[src/rtl/dst_filt_pkg.sv]
package dst_filt_pkg;
  localparam int ADDR_BYTES      = 6;
  localparam int SLOT_BYTES      = (ADDR_BYTES / 2) * 4;
  localparam int REL_W           = $clog2(SLOT_BYTES);
  localparam int BIDX_W          = $clog2(ADDR_BYTES);
  localparam int MIN_FRAME_BYTES = 14;

  typedef logic [ADDR_BYTES-1:0][7:0] mac_t;
  typedef logic [REL_W-1:0]           rel_t;
  typedef logic [BIDX_W-1:0]          bidx_t;

  typedef struct packed {
    logic accept;
    logic filt_fail;
    logic mcast;
  } verdict_t;

  // Address bytes sit in pairs at the start of each 4-byte group of a slot.
  function automatic logic rel_holds_addr(rel_t rel);
    int r;
    r = int'(rel);
    return ((r % 4) < 2) && ((r / 4) < (ADDR_BYTES / 2));
  endfunction

  function automatic bidx_t rel_to_bidx(rel_t rel);
    int r;
    r = int'(rel);
    return bidx_t'((r / 4) * 2 + (r % 4));
  endfunction

  // Fixed priority: length, broadcast, filtering off, multicast pass, table.
  function automatic verdict_t resolve(input logic short_frm, input logic bcast,
                                       input logic pass_all, input logic mc_en,
                                       input logic mc_bit, input logic inv,
                                       input logic hit);
    verdict_t v;
    v = '0;
    if (short_frm) begin
      v = '0;
    end else if (bcast) begin
      v.accept = 1'b1;
    end else if (pass_all) begin
      v.accept    = 1'b1;
      v.filt_fail = 1'b1;
    end else if (mc_en && mc_bit) begin
      v.accept = 1'b1;
      v.mcast  = 1'b1;
    end else begin
      v.accept = hit ^ inv;
    end
    return v;
  endfunction
endpackage

[src/rtl/dst_filt_loader.sv]
module dst_filt_loader
  import dst_filt_pkg::*;
#(
  parameter int NUM_ENTRIES = 16
) (
  input  logic                      clk,
  input  logic                      rst_n,
  input  logic                      setup_valid,
  input  logic                      setup_last,
  input  logic [7:0]                setup_byte,
  output mac_t [NUM_ENTRIES-1:0]    tab,
  output logic                      busy,
  output logic                      commit
);
  localparam int ENT_W = $clog2(NUM_ENTRIES);
  localparam logic [ENT_W-1:0] LAST_ENT = ENT_W'(NUM_ENTRIES - 1);
  localparam rel_t             LAST_REL = rel_t'(SLOT_BYTES - 1);

  logic [ENT_W-1:0]       ent_q;
  rel_t                   rel_q;
  logic                   over_q;
  logic                   loading_q;
  mac_t [NUM_ENTRIES-1:0] shadow_q;
  mac_t [NUM_ENTRIES-1:0] shadow_d;
  logic                   exact_len;

  assign exact_len = !over_q && (ent_q == LAST_ENT) && (rel_q == LAST_REL);
  assign commit    = setup_valid && setup_last && exact_len;
  assign busy      = loading_q || setup_valid;

  always_comb begin
    shadow_d = shadow_q;
    if (setup_valid && !over_q && rel_holds_addr(rel_q))
      shadow_d[ent_q][rel_to_bidx(rel_q)] = setup_byte;
  end

  always_ff @(posedge clk) begin
    if (!rst_n) begin
      ent_q     <= '0;
      rel_q     <= '0;
      over_q    <= 1'b0;
      loading_q <= 1'b0;
      shadow_q  <= '0;
      tab       <= '0;
    end else begin
      shadow_q <= shadow_d;
      if (commit)
        tab <= shadow_d;
      if (setup_valid) begin
        if (setup_last) begin
          ent_q     <= '0;
          rel_q     <= '0;
          over_q    <= 1'b0;
          loading_q <= 1'b0;
        end else begin
          loading_q <= 1'b1;
          if (rel_q == LAST_REL) begin
            rel_q <= '0;
            if (ent_q == LAST_ENT) over_q <= 1'b1;
            else                   ent_q  <= ent_q + 1'b1;
          end else begin
            rel_q <= rel_q + 1'b1;
          end
        end
      end
    end
  end
endmodule

[src/rtl/dst_filt_capture.sv]
module dst_filt_capture
  import dst_filt_pkg::*;
#(
  parameter int LEN_W = 12
) (
  input  logic             clk,
  input  logic             rst_n,
  input  logic             addr_start,
  input  logic             addr_valid,
  input  logic [7:0]       addr_byte,
  input  logic [LEN_W-1:0] frame_len,
  input  logic             blk,
  output mac_t             cand,
  output logic             short_frm,
  output logic             fire
);
  localparam int CNT_W = $clog2(ADDR_BYTES + 1);
  localparam logic [CNT_W-1:0] LAST_IDX = CNT_W'(ADDR_BYTES - 1);
  localparam logic [CNT_W-1:0] FULL_CNT = CNT_W'(ADDR_BYTES);
  localparam logic [LEN_W-1:0] MIN_LEN  = LEN_W'(MIN_FRAME_BYTES);

  mac_t             addr_q;
  logic [CNT_W-1:0] cnt_q;
  logic [CNT_W-1:0] idx;
  logic             short_q;
  logic             full_q;
  logic             take;
  logic             sixth_now;
  logic             start_now;

  assign start_now = addr_start && addr_valid;
  assign take      = addr_valid && (addr_start || (cnt_q != '0 && cnt_q != FULL_CNT));
  assign idx       = addr_start ? '0 : cnt_q;
  assign sixth_now = take && (idx == LAST_IDX);
  assign short_frm = start_now ? (frame_len < MIN_LEN) : short_q;
  assign fire      = (sixth_now || full_q) && !blk;

  always_comb begin
    cand = addr_q;
    if (take) cand[bidx_t'(idx)] = addr_byte;
  end

  always_ff @(posedge clk) begin
    if (!rst_n) begin
      addr_q  <= '0;
      cnt_q   <= '0;
      short_q <= 1'b0;
      full_q  <= 1'b0;
    end else begin
      addr_q <= cand;
      if (take)      cnt_q   <= idx + 1'b1;
      if (start_now) short_q <= (frame_len < MIN_LEN);
      if (fire)           full_q <= 1'b0;
      else if (sixth_now) full_q <= 1'b1;
      else if (start_now) full_q <= 1'b0;
    end
  end
endmodule

[src/rtl/dst_filt_match.sv]
module dst_filt_match
  import dst_filt_pkg::*;
#(
  parameter int NUM_ENTRIES = 16
) (
  input  mac_t [NUM_ENTRIES-1:0] tab,
  input  mac_t                   cand,
  output logic                   hit
);
  logic [NUM_ENTRIES-1:0] hit_vec;

  for (genvar i = 0; i < NUM_ENTRIES; i++) begin : g_ent
    assign hit_vec[i] = (tab[i] == cand);
  end

  assign hit = |hit_vec;
endmodule

[src/rtl/dst_addr_filter.sv]
module dst_addr_filter
  import dst_filt_pkg::*;
#(
  parameter int NUM_ENTRIES = 16,
  parameter int LEN_W       = 12
) (
  input  logic             clk,
  input  logic             rst_n,
  input  logic             setup_valid,
  input  logic             setup_last,
  input  logic [7:0]       setup_byte,
  input  logic             addr_start,
  input  logic             addr_valid,
  input  logic [7:0]       addr_byte,
  input  logic [LEN_W-1:0] frame_len,
  input  logic             promisc_en,
  input  logic             recv_all_en,
  input  logic             all_mcast_en,
  input  logic             inverse_en,
  output logic             dec_valid,
  output logic             dec_accept,
  output logic             dec_filt_fail,
  output logic             dec_multicast
);
  mac_t [NUM_ENTRIES-1:0] tab;
  mac_t                   cand;
  logic                   load_blk;
  logic                   tab_commit;
  logic                   short_frm;
  logic                   fire;
  logic                   hit;
  logic                   bcast;
  verdict_t               verdict;

  dst_filt_loader #(.NUM_ENTRIES(NUM_ENTRIES)) u_loader (
    .clk(clk), .rst_n(rst_n),
    .setup_valid(setup_valid), .setup_last(setup_last), .setup_byte(setup_byte),
    .tab(tab), .busy(load_blk), .commit(tab_commit)
  );

  dst_filt_capture #(.LEN_W(LEN_W)) u_capture (
    .clk(clk), .rst_n(rst_n),
    .addr_start(addr_start), .addr_valid(addr_valid), .addr_byte(addr_byte),
    .frame_len(frame_len), .blk(load_blk),
    .cand(cand), .short_frm(short_frm), .fire(fire)
  );

  dst_filt_match #(.NUM_ENTRIES(NUM_ENTRIES)) u_match (
    .tab(tab), .cand(cand), .hit(hit)
  );

  assign bcast   = (cand == '1);
  assign verdict = resolve(short_frm, bcast, promisc_en || recv_all_en,
                           all_mcast_en, cand[0][0], inverse_en, hit);

  always_ff @(posedge clk) begin
    if (!rst_n || !fire) begin
      dec_valid     <= 1'b0;
      dec_accept    <= 1'b0;
      dec_filt_fail <= 1'b0;
      dec_multicast <= 1'b0;
    end else begin
      dec_valid     <= 1'b1;
      dec_accept    <= verdict.accept;
      dec_filt_fail <= verdict.filt_fail;
      dec_multicast <= verdict.mcast;
    end
  end
endmodule

[config.mk]
export PLATFORM = sky130hd
export DESIGN_NAME = dst_addr_filter
export DESIGN_NICKNAME = d
export VERILOG_FILES = /design/src/rtl/dst_filt_pkg.sv /design/src/rtl/dst_filt_loader.sv /design/src/rtl/dst_filt_capture.sv /design/src/rtl/dst_filt_match.sv /design/src/rtl/dst_addr_filter.sv
export SDC_FILE = /design/constraint.sdc
export NUM_CORES = 2
export LEC_CHECK = 0
export BUFFER_PORTS_ARGS = -buffer_cell sky130_fd_sc_hd__buf_2
export CAP_MARGIN = 20
export CORE_MARGIN = 4
export CORE_UTILIZATION = 35
export CTS_CLUSTER_SIZE = 25
export DETAILED_ROUTE_END_ITERATION = 7
export GPL_TIMING_DRIVEN = 0
export PLACE_DENSITY_LB_ADDON = 0.1
export SETUP_SLACK_MARGIN = 0.5
export SYNTH_ARGS = -nofsm -noshare
export SYNTH_HDL_FRONTEND = slang
export SYNTH_SLANG_ARGS = --single-unit
[constraint.sdc]
create_clock -name clk -period 4.3 [get_ports clk]
set_clock_uncertainty 0.15 [all_clocks]
set_input_delay 0 -clock clk [delete_from_list [all_inputs] [get_ports clk]]
set_output_delay 0 -clock clk [all_outputs]
set_load 0.02 [all_outputs]
# After elaboration in Yosys (flattened, before gate mapping)
# Index checks and enable logic that the tools add are counted.
[op_classes]
n_addsub = 4
n_mul = 0
n_div = 0
magnitude_cmp = 9
n_eq_ne = 22
shifts = 0
mux = 29
bitwise = 2
n_reduce_logical = 36
[op_table]
columns = ["operator", "count"]
rows = [
  ["$bwmux W768", 1],
  ["$eq A48 B48 Y1", 16],
  ["$mux W768", 1],
  ["$demux W48 S4", 1],
  ["$mux W48", 2],
  ["$bwmux W48", 1],
  ["$demux W8 S3", 2],
  ["$eq A48 B48 Y1 const B", 1],
  ["$mux W4", 5],
  ["$logic_and A1 B1 Y1", 16],
  ["$mux W8", 2],
  ["$reduce_or A16 Y1", 1],
  ["$mux W1", 13],
  ["$lt A12 B4 Y1 const B", 1],
  ["$add A4 B1 Y4 const B", 2],
  ["$eq A4 B4 Y1 const B", 2],
  ["$lt A3 B4 Y1 const B", 2],
  ["$ge A3 B1 Y1 const B", 2],
  ["$reduce_and A3 Y1", 2],
  ["$reduce_bool A2 Y1", 3],
  ["$logic_or A1 B1 Y1", 5],
  ["$lt A4 B5 Y1 const B", 1],
  ["$ge A4 B1 Y1 const B", 1],
  ["$logic_not A1 Y1", 4],
  ["other kinds (13)", 15],
]
[totals]
register_bits = 1603
latch_bits = 0
mem_bits_rw = 0
rom_bits = 0
in_bits = 38
output_inout_bits = 4
mem_count = 0

# Depth between registers and ports, before layout
[depth]
depth_word = 13
mapped_depth = 16

# Hierarchy
# Synthesis repeated with hierarchy kept, for this count alone.
[unflattened]
hier_cells = 7675
hier_area_um2 = 69447.9
[by_module_without_submodules]
columns = ["module", "n_inst", "cells_each", "area_per_inst_um2", "seq_area_each_um2"]
rows = [
  ["dst_filt_loader", 1, 6261, 57002.2, 30949.7],
  ["dst_filt_match", 1, 1125, 9475.3, 0.0],
  ["dst_filt_capture", 1, 260, 2710.1, 1061.0],
  ["dst_addr_filter", 1, 29, 260.2, 80.1],
]

# Worst setup path after synthesis
# OpenSTA, ideal clock, no wires.
[synth_path]
path_type = "register to register"
start = "register u_capture.cnt_q[1]"
end = "register dec_accept"
arrival_ps = 2928
required_ps = 4024
path_slack_ps = 1096
path_stages_with_launch = 14
synth_period_minus_slack_ps = 3204
cell_sequence = "dfxtp_1 -> buf_4 -> and4bb_2 -> buf_2 -> a21oi_1 -> nor2_1 -> xnor2_1 -> nand4_1 -> or4_1 -> nor4_1 -> nor4_1 -> nand4_1 -> xnor2_1 -> a31oi_1"
[synth_via]
elab_chain_len = 13
[synth_lines]
columns = ["item", "line", "source"]
rows = [
  ["from (decl)", "dst_filt_capture.sv:23", "logic [CNT_W-1:0] cnt_q;"],
  ["from (signal assigned)", "dst_filt_capture.sv:51", "if (take) cnt_q <= idx + 1'b1;"],
  ["$mux W3", "dst_filt_capture.sv:33", "assign idx = addr_start ? '0 : cnt_q;"],
  ["$lt A3 B4 Y1 (implied by the code) / $ge A3 B1 Y1 (equally long branches)", "dst_filt_capture.sv:40", "if (take) cand[bidx_t'(idx)] = addr_byte;"],
  ["$logic_and A1 B1 Y1 (implied by the code)", "dst_filt_capture.sv:40", ""],
  ["$mux W8 (implied by the code)", "dst_filt_capture.sv:40", ""],
  ["$demux W8 S3", "-", ""],
  ["$bwmux W48", "dst_filt_capture.sv:40", ""],
  ["$mux W48", "dst_filt_capture.sv:40", ""],
  ["$eq A48 B48 Y1", "dst_filt_match.sv:13", "assign hit_vec[i] = (tab[i] == cand);"],
  ["$reduce_or A16 Y1", "dst_filt_match.sv:16", "assign hit = |hit_vec;"],
  ["$xor A1 B1 Y1", "dst_filt_pkg.sv:49", "v.accept = hit ^ inv;"],
  ["$mux W1", "dst_filt_pkg.sv:45", "end else if (mc_en && mc_bit) begin"],
  ["$mux W1", "dst_filt_pkg.sv:42", "end else if (pass_all) begin"],
  ["$mux W1", "dst_filt_pkg.sv:40", "end else if (bcast) begin"],
  ["to (signal assigned)", "dst_addr_filter.sv:64", "dec_accept <= verdict.accept;"],
  ["to (decl)", "dst_addr_filter.sv:21", "output logic dec_accept,"],
]
# Several ways; a longest one is shown, not always the timed one.
# A chain may end at the register's enable or synchronous reset.

# Worst setup path after layout
[layout_path]
start = "register u_capture.addr_q[7] in the netlist's numbering"
end = "register dec_accept"
[layout_via]
elab_chain_len = 8
[layout_lines]
columns = ["item", "line", "source"]
rows = [
  ["from (decl)", "dst_filt_capture.sv:22", "mac_t addr_q;"],
  ["from (signal assigned)", "dst_filt_capture.sv:50", "addr_q <= cand;"],
  ["$bwmux W48", "dst_filt_capture.sv:40", ""],
  ["$mux W48 *", "dst_filt_capture.sv:40", ""],
  ["$eq A48 B48 Y1", "dst_filt_match.sv:13", ""],
  ["$reduce_or A16 Y1", "dst_filt_match.sv:16", ""],
  ["$xor A1 B1 Y1", "dst_filt_pkg.sv:49", ""],
  ["$mux W1", "dst_filt_pkg.sv:45", ""],
  ["$mux W1", "dst_filt_pkg.sv:42", ""],
  ["$mux W1 *", "dst_filt_pkg.sv:40", ""],
]
# Mark *: on every way between the ends. The rest lies on a longest branch, timed or not.

==> results.ini <==
[placement]
dp.final_hpwl_um=355000
port-buffer-count=27
placedCellCount=10700
routabilityCongestion=1.07

[worst_setup_path]
critical_path_buf_inv_count=1
critPathLaunchType=flip-flop
path_delay_family=simple AND/OR/NAND/NOR gates
crit_top_cell=sky130_fd_sc_hd__nand4_1
worst-r2r-setup-slack_ps=-350
cp_slowest_stage_delay_ps=980
critical_path.endpoint_type=flip-flop
worst-r2r-cell-count=11
rr_endpoint=dec_accept
critical_path.startpoint=u_capture.addr_q[7]
criticalPathCategory=reg -> reg
required_ps=4910
slowest_stage=sky130_fd_sc_hd__dfxtp_1
r2r-start=u_capture.addr_q[7]
cp_max_fo=5
worst_ep_arrival_time_ps=5260
path_cells=inv_1 > a21oi_1 > a31o_2 > o21ai_0 > or4_1 > nor4_4 > nand4_1 > o2111a_1 > nand4_1 > xnor2_1 > a31oi_1

[grt]
antenna_found_initial=91
globalRouteOverflowTotal=0
grt_pass1_wl_um=635000
grt_max_degree=17
grt.total_usage=0.439
grt_pass1_vias=64800

[sta]
fin_crit_sh=1.08
maxSlewHeadroom=0.146
whs_ps=66.8
setup-violations-final=1
finalWorstSetupSlack_ps=-349
finalWorstPathRequiredPeriod_ps=4650
hold_violations=0
fmax_mhz=215
pins_over_their_slew_limit=0
rsz0062_at_grt=yes
timing_worst_slew_pin_value_ps=1280

[hold_path]
hold_path_startpoint=addr_byte[6]
worstHoldPathCells=6
hold_class=in -> reg
min_to=u_capture.addr_q[38]

[yosys]
synth.yosys.seq_area_share=0.436
post-synth-top-area-fraction=0.436
ys_async_sr_fraction=0
synth_ff_type=sky130_fd_sc_hd__dfxtp_1
mappedNetlistArea_um2=73500
synth_common_cells=1603 x sky130_fd_sc_hd__dfxtp_1, 898 x sky130_fd_sc_hd__nand2_1, 835 x sky130_fd_sc_hd__nor2b_1
ys_types=88
synth_area_per_cell_um2=9.52
syn-num-nets=7764
synth_top_area_cell=sky130_fd_sc_hd__dfxtp_1
synth.top_cells.by_area=sky130_fd_sc_hd__dfxtp_1 44%, sky130_fd_sc_hd__mux2i_1 11%, sky130_fd_sc_hd__o211a_1 10%
postSynthCellCount=7720
yosys_warnings=0
synth.most_common_cell=sky130_fd_sc_hd__dfxtp_1
synth_enable_flop_cells=0
yosys_register_bits=1603

[clock_tree]
cts.sinks=1603
cts_root_buf=sky130_fd_sc_hd__clkbuf_16
tritoncts=yes
clk_pin_slew_ps=60
clock_tree.buffer_depth=3
htreeDepth=4
numCtsBuffers=178
clock_insertion_delay_worst_skew_ps=880

[route]
route.top_layer_used=met5
vias_per_cell=6.28
via_count=71000
finalWirelength_um=493000
wl_met3_um=55400
detailedRoute.firstIterationViolations=9955
routed-wl-met2_um=196000
detail_route.first_pass.iterations=8
drc_errors=1
detail_route.wl_per_cell_um=43.7
wl_met1_um=199000
route.antenna.remaining_nets=0

[final_layout]
final_cell_count_no_fill=11300
final_layout_size_suffix_gt1_frac=0.143
final_nets=8345
area.growth.synth_to_final_pct=24.5

[floorplanning]
floorplan.core_area_um2=208000
dieArea_um2=217000
chipHeight_um=466
initial_core_util=0.353
rows=167
io_count=42
die_width_um=466

[outcome]
failing_checks=design-rule violations, negative setup slack
outcome=complete, but fails checks

[power_and_ir_drop]
max_vdd_drop_uv=458
static-leakage-power_nw=40.3
pwr_density_cell_nw_per_um2=364

[job]
maxCapViolations=0

[registers in the layout (all words and copies together), names as in the netlist, 3 cells and up]
| register | flops |
|---|---|
| u_loader.ent_q | 4 |
| u_capture.addr_q | 48 |
| u_loader.rel_q | 4 |
| u_loader.shadow_q | 768 |
| u_loader.tab | 768 |
| u_capture.cnt_q | 3 |
[worst max path at each step]
| stage | to | slack, ps | depth (start not counted) |
|---|---|---|---|
| floorplan | dec_accept | 1100 | 13 |
| CTS | dec_accept | 50 | 17 |
| global route | dec_accept | -110 | 13 |
| global placement | dec_accept | -6440 | 13 |
| finish | dec_accept | -350 | 11 |
| detailed placement | dec_accept | -2640 | 16 |
[layer usage]
layer  global-route usage  up-vias
li1                     -    28800
met1                0.548    35700
met2                0.605     4897
met3                0.180     1595
met4                0.314       42
met5               0.0110        -
[cells in the final DEF, fill, tap and decap left out, types with 52 or more instances in the layout]
| cell type | n |
|---|---|
| sky130_fd_sc_hd__dfxtp_1 | 1592 |
| sky130_fd_sc_hd__nand2_1 | 876 |
| sky130_fd_sc_hd__nor2b_1 | 834 |
| sky130_fd_sc_hd__mux2i_1 | 782 |
| sky130_fd_sc_hd__o211a_1 | 769 |
| sky130_fd_sc_hd__clkbuf_1 | 465 |
| sky130_fd_sc_hd__xnor2_1 | 314 |
| sky130_fd_sc_hd__xor2_1 | 205 |
| sky130_fd_sc_hd__buf_4 | 203 |
| sky130_fd_sc_hd__clkbuf_16 | 196 |
| sky130_fd_sc_hd__nor2_1 | 134 |
| sky130_fd_sc_hd__o22ai_1 | 127 |
| sky130_fd_sc_hd__a21oi_1 | 113 |
| sky130_fd_sc_hd__inv_1 | 100 |
| sky130_fd_sc_hd__o21ai_0 | 90 |
| sky130_fd_sc_hd__clkbuf_2 | 75 |
| sky130_fd_sc_hd__buf_12 | 72 |
| sky130_fd_sc_hd__nand4_1 | 70 |
| sky130_fd_sc_hd__diode_2 | 68 |
| sky130_fd_sc_hd__nor4_1 | 65 |
| sky130_fd_sc_hd__nor2_4 | 57 |
| sky130_fd_sc_hd__buf_2 | 57 |
| sky130_fd_sc_hd__buf_8 | 55 |
| sky130_fd_sc_hd__nor3_1 | 53 |
| sky130_fd_sc_hd__nor2_2 | 52 |
[what timing repair did]
item                                   4_1_cts  5_1_grt
pin swaps                                   85       33
gates cloned                                 3        1
endpoints found under the hold margin       27        0
hold buffers                                25        0
buffers inserted                           172       55
gates resized for setup                    660      198
setup endpoints to repair                 1392     1239
[worst min-delay path, delay by kind of cell]
kind	cells	cell delay [ps]
buf+inv	3	660
simple gates	3	370
[per-stage QoR]
step	setup TNS, ps	cell area, um2	setup slack [ps]	util	total power [W]
after floorplan	0	73500	1100	-	0.0162
after global placement	-3424990	77100	-6440	0.371	0.0174
after detailed placement	-27980	79600	-2640	0.383	0.0176
after CTS	0	90200	50.6	0.433	0.0333
after global routing	-112	91400	-112	0.439	0.0340
final	-349	91500	-349	0.440	0.0333
[final cells by class]
| class | instances | area (um2) |
|---|---|---|
| well taps | 2788 | 3490 |
| fillers | 20600 | 117000 |
| clock buffers | 258 | 5090 |
| flip-flops and latches | 1603 | 32100 |
| plain buffers | 654 | 4080 |
| clock inverters | 64 | 856 |
| multi-input cells | 5347 | 40600 |
| repair buffers | 401 | 4680 |
| diodes | 68 | 170 |
| inverters | 116 | 490 |
[cells by family (layout without fill, tap and decap cells)]
group / Yosys count / after routing / share of synthesized area
fa+ha+maj: 6 / 6 / 0.00102
xor+xnor: 521 / 521 / 0.0621
compound gates: 1628 / 1628 / 0.187
buf+inv: 770 / 1493 / 0.0401
flops: 1603 / 1603 / 0.436
mux: 788 / 788 / 0.108
simple gates: 2404 / 2404 / 0.165
other cells: 0 / 68 / 0
[report_power, final]
group / switching (W) / internal, W / total, W / leakage [nW]
Clock: 0.00670 / 0.00889 / 0.0156 / 2.90
Combinational: 0.00206 / 0.000768 / 0.00283 / 24.5
Sequential: 0.0000323 / 0.0149 / 0.0149 / 12.9
Total: 0.00880 / 0.0245 / 0.0333 / 40.3
No activity file was read; power rests on OpenSTA's default activity.
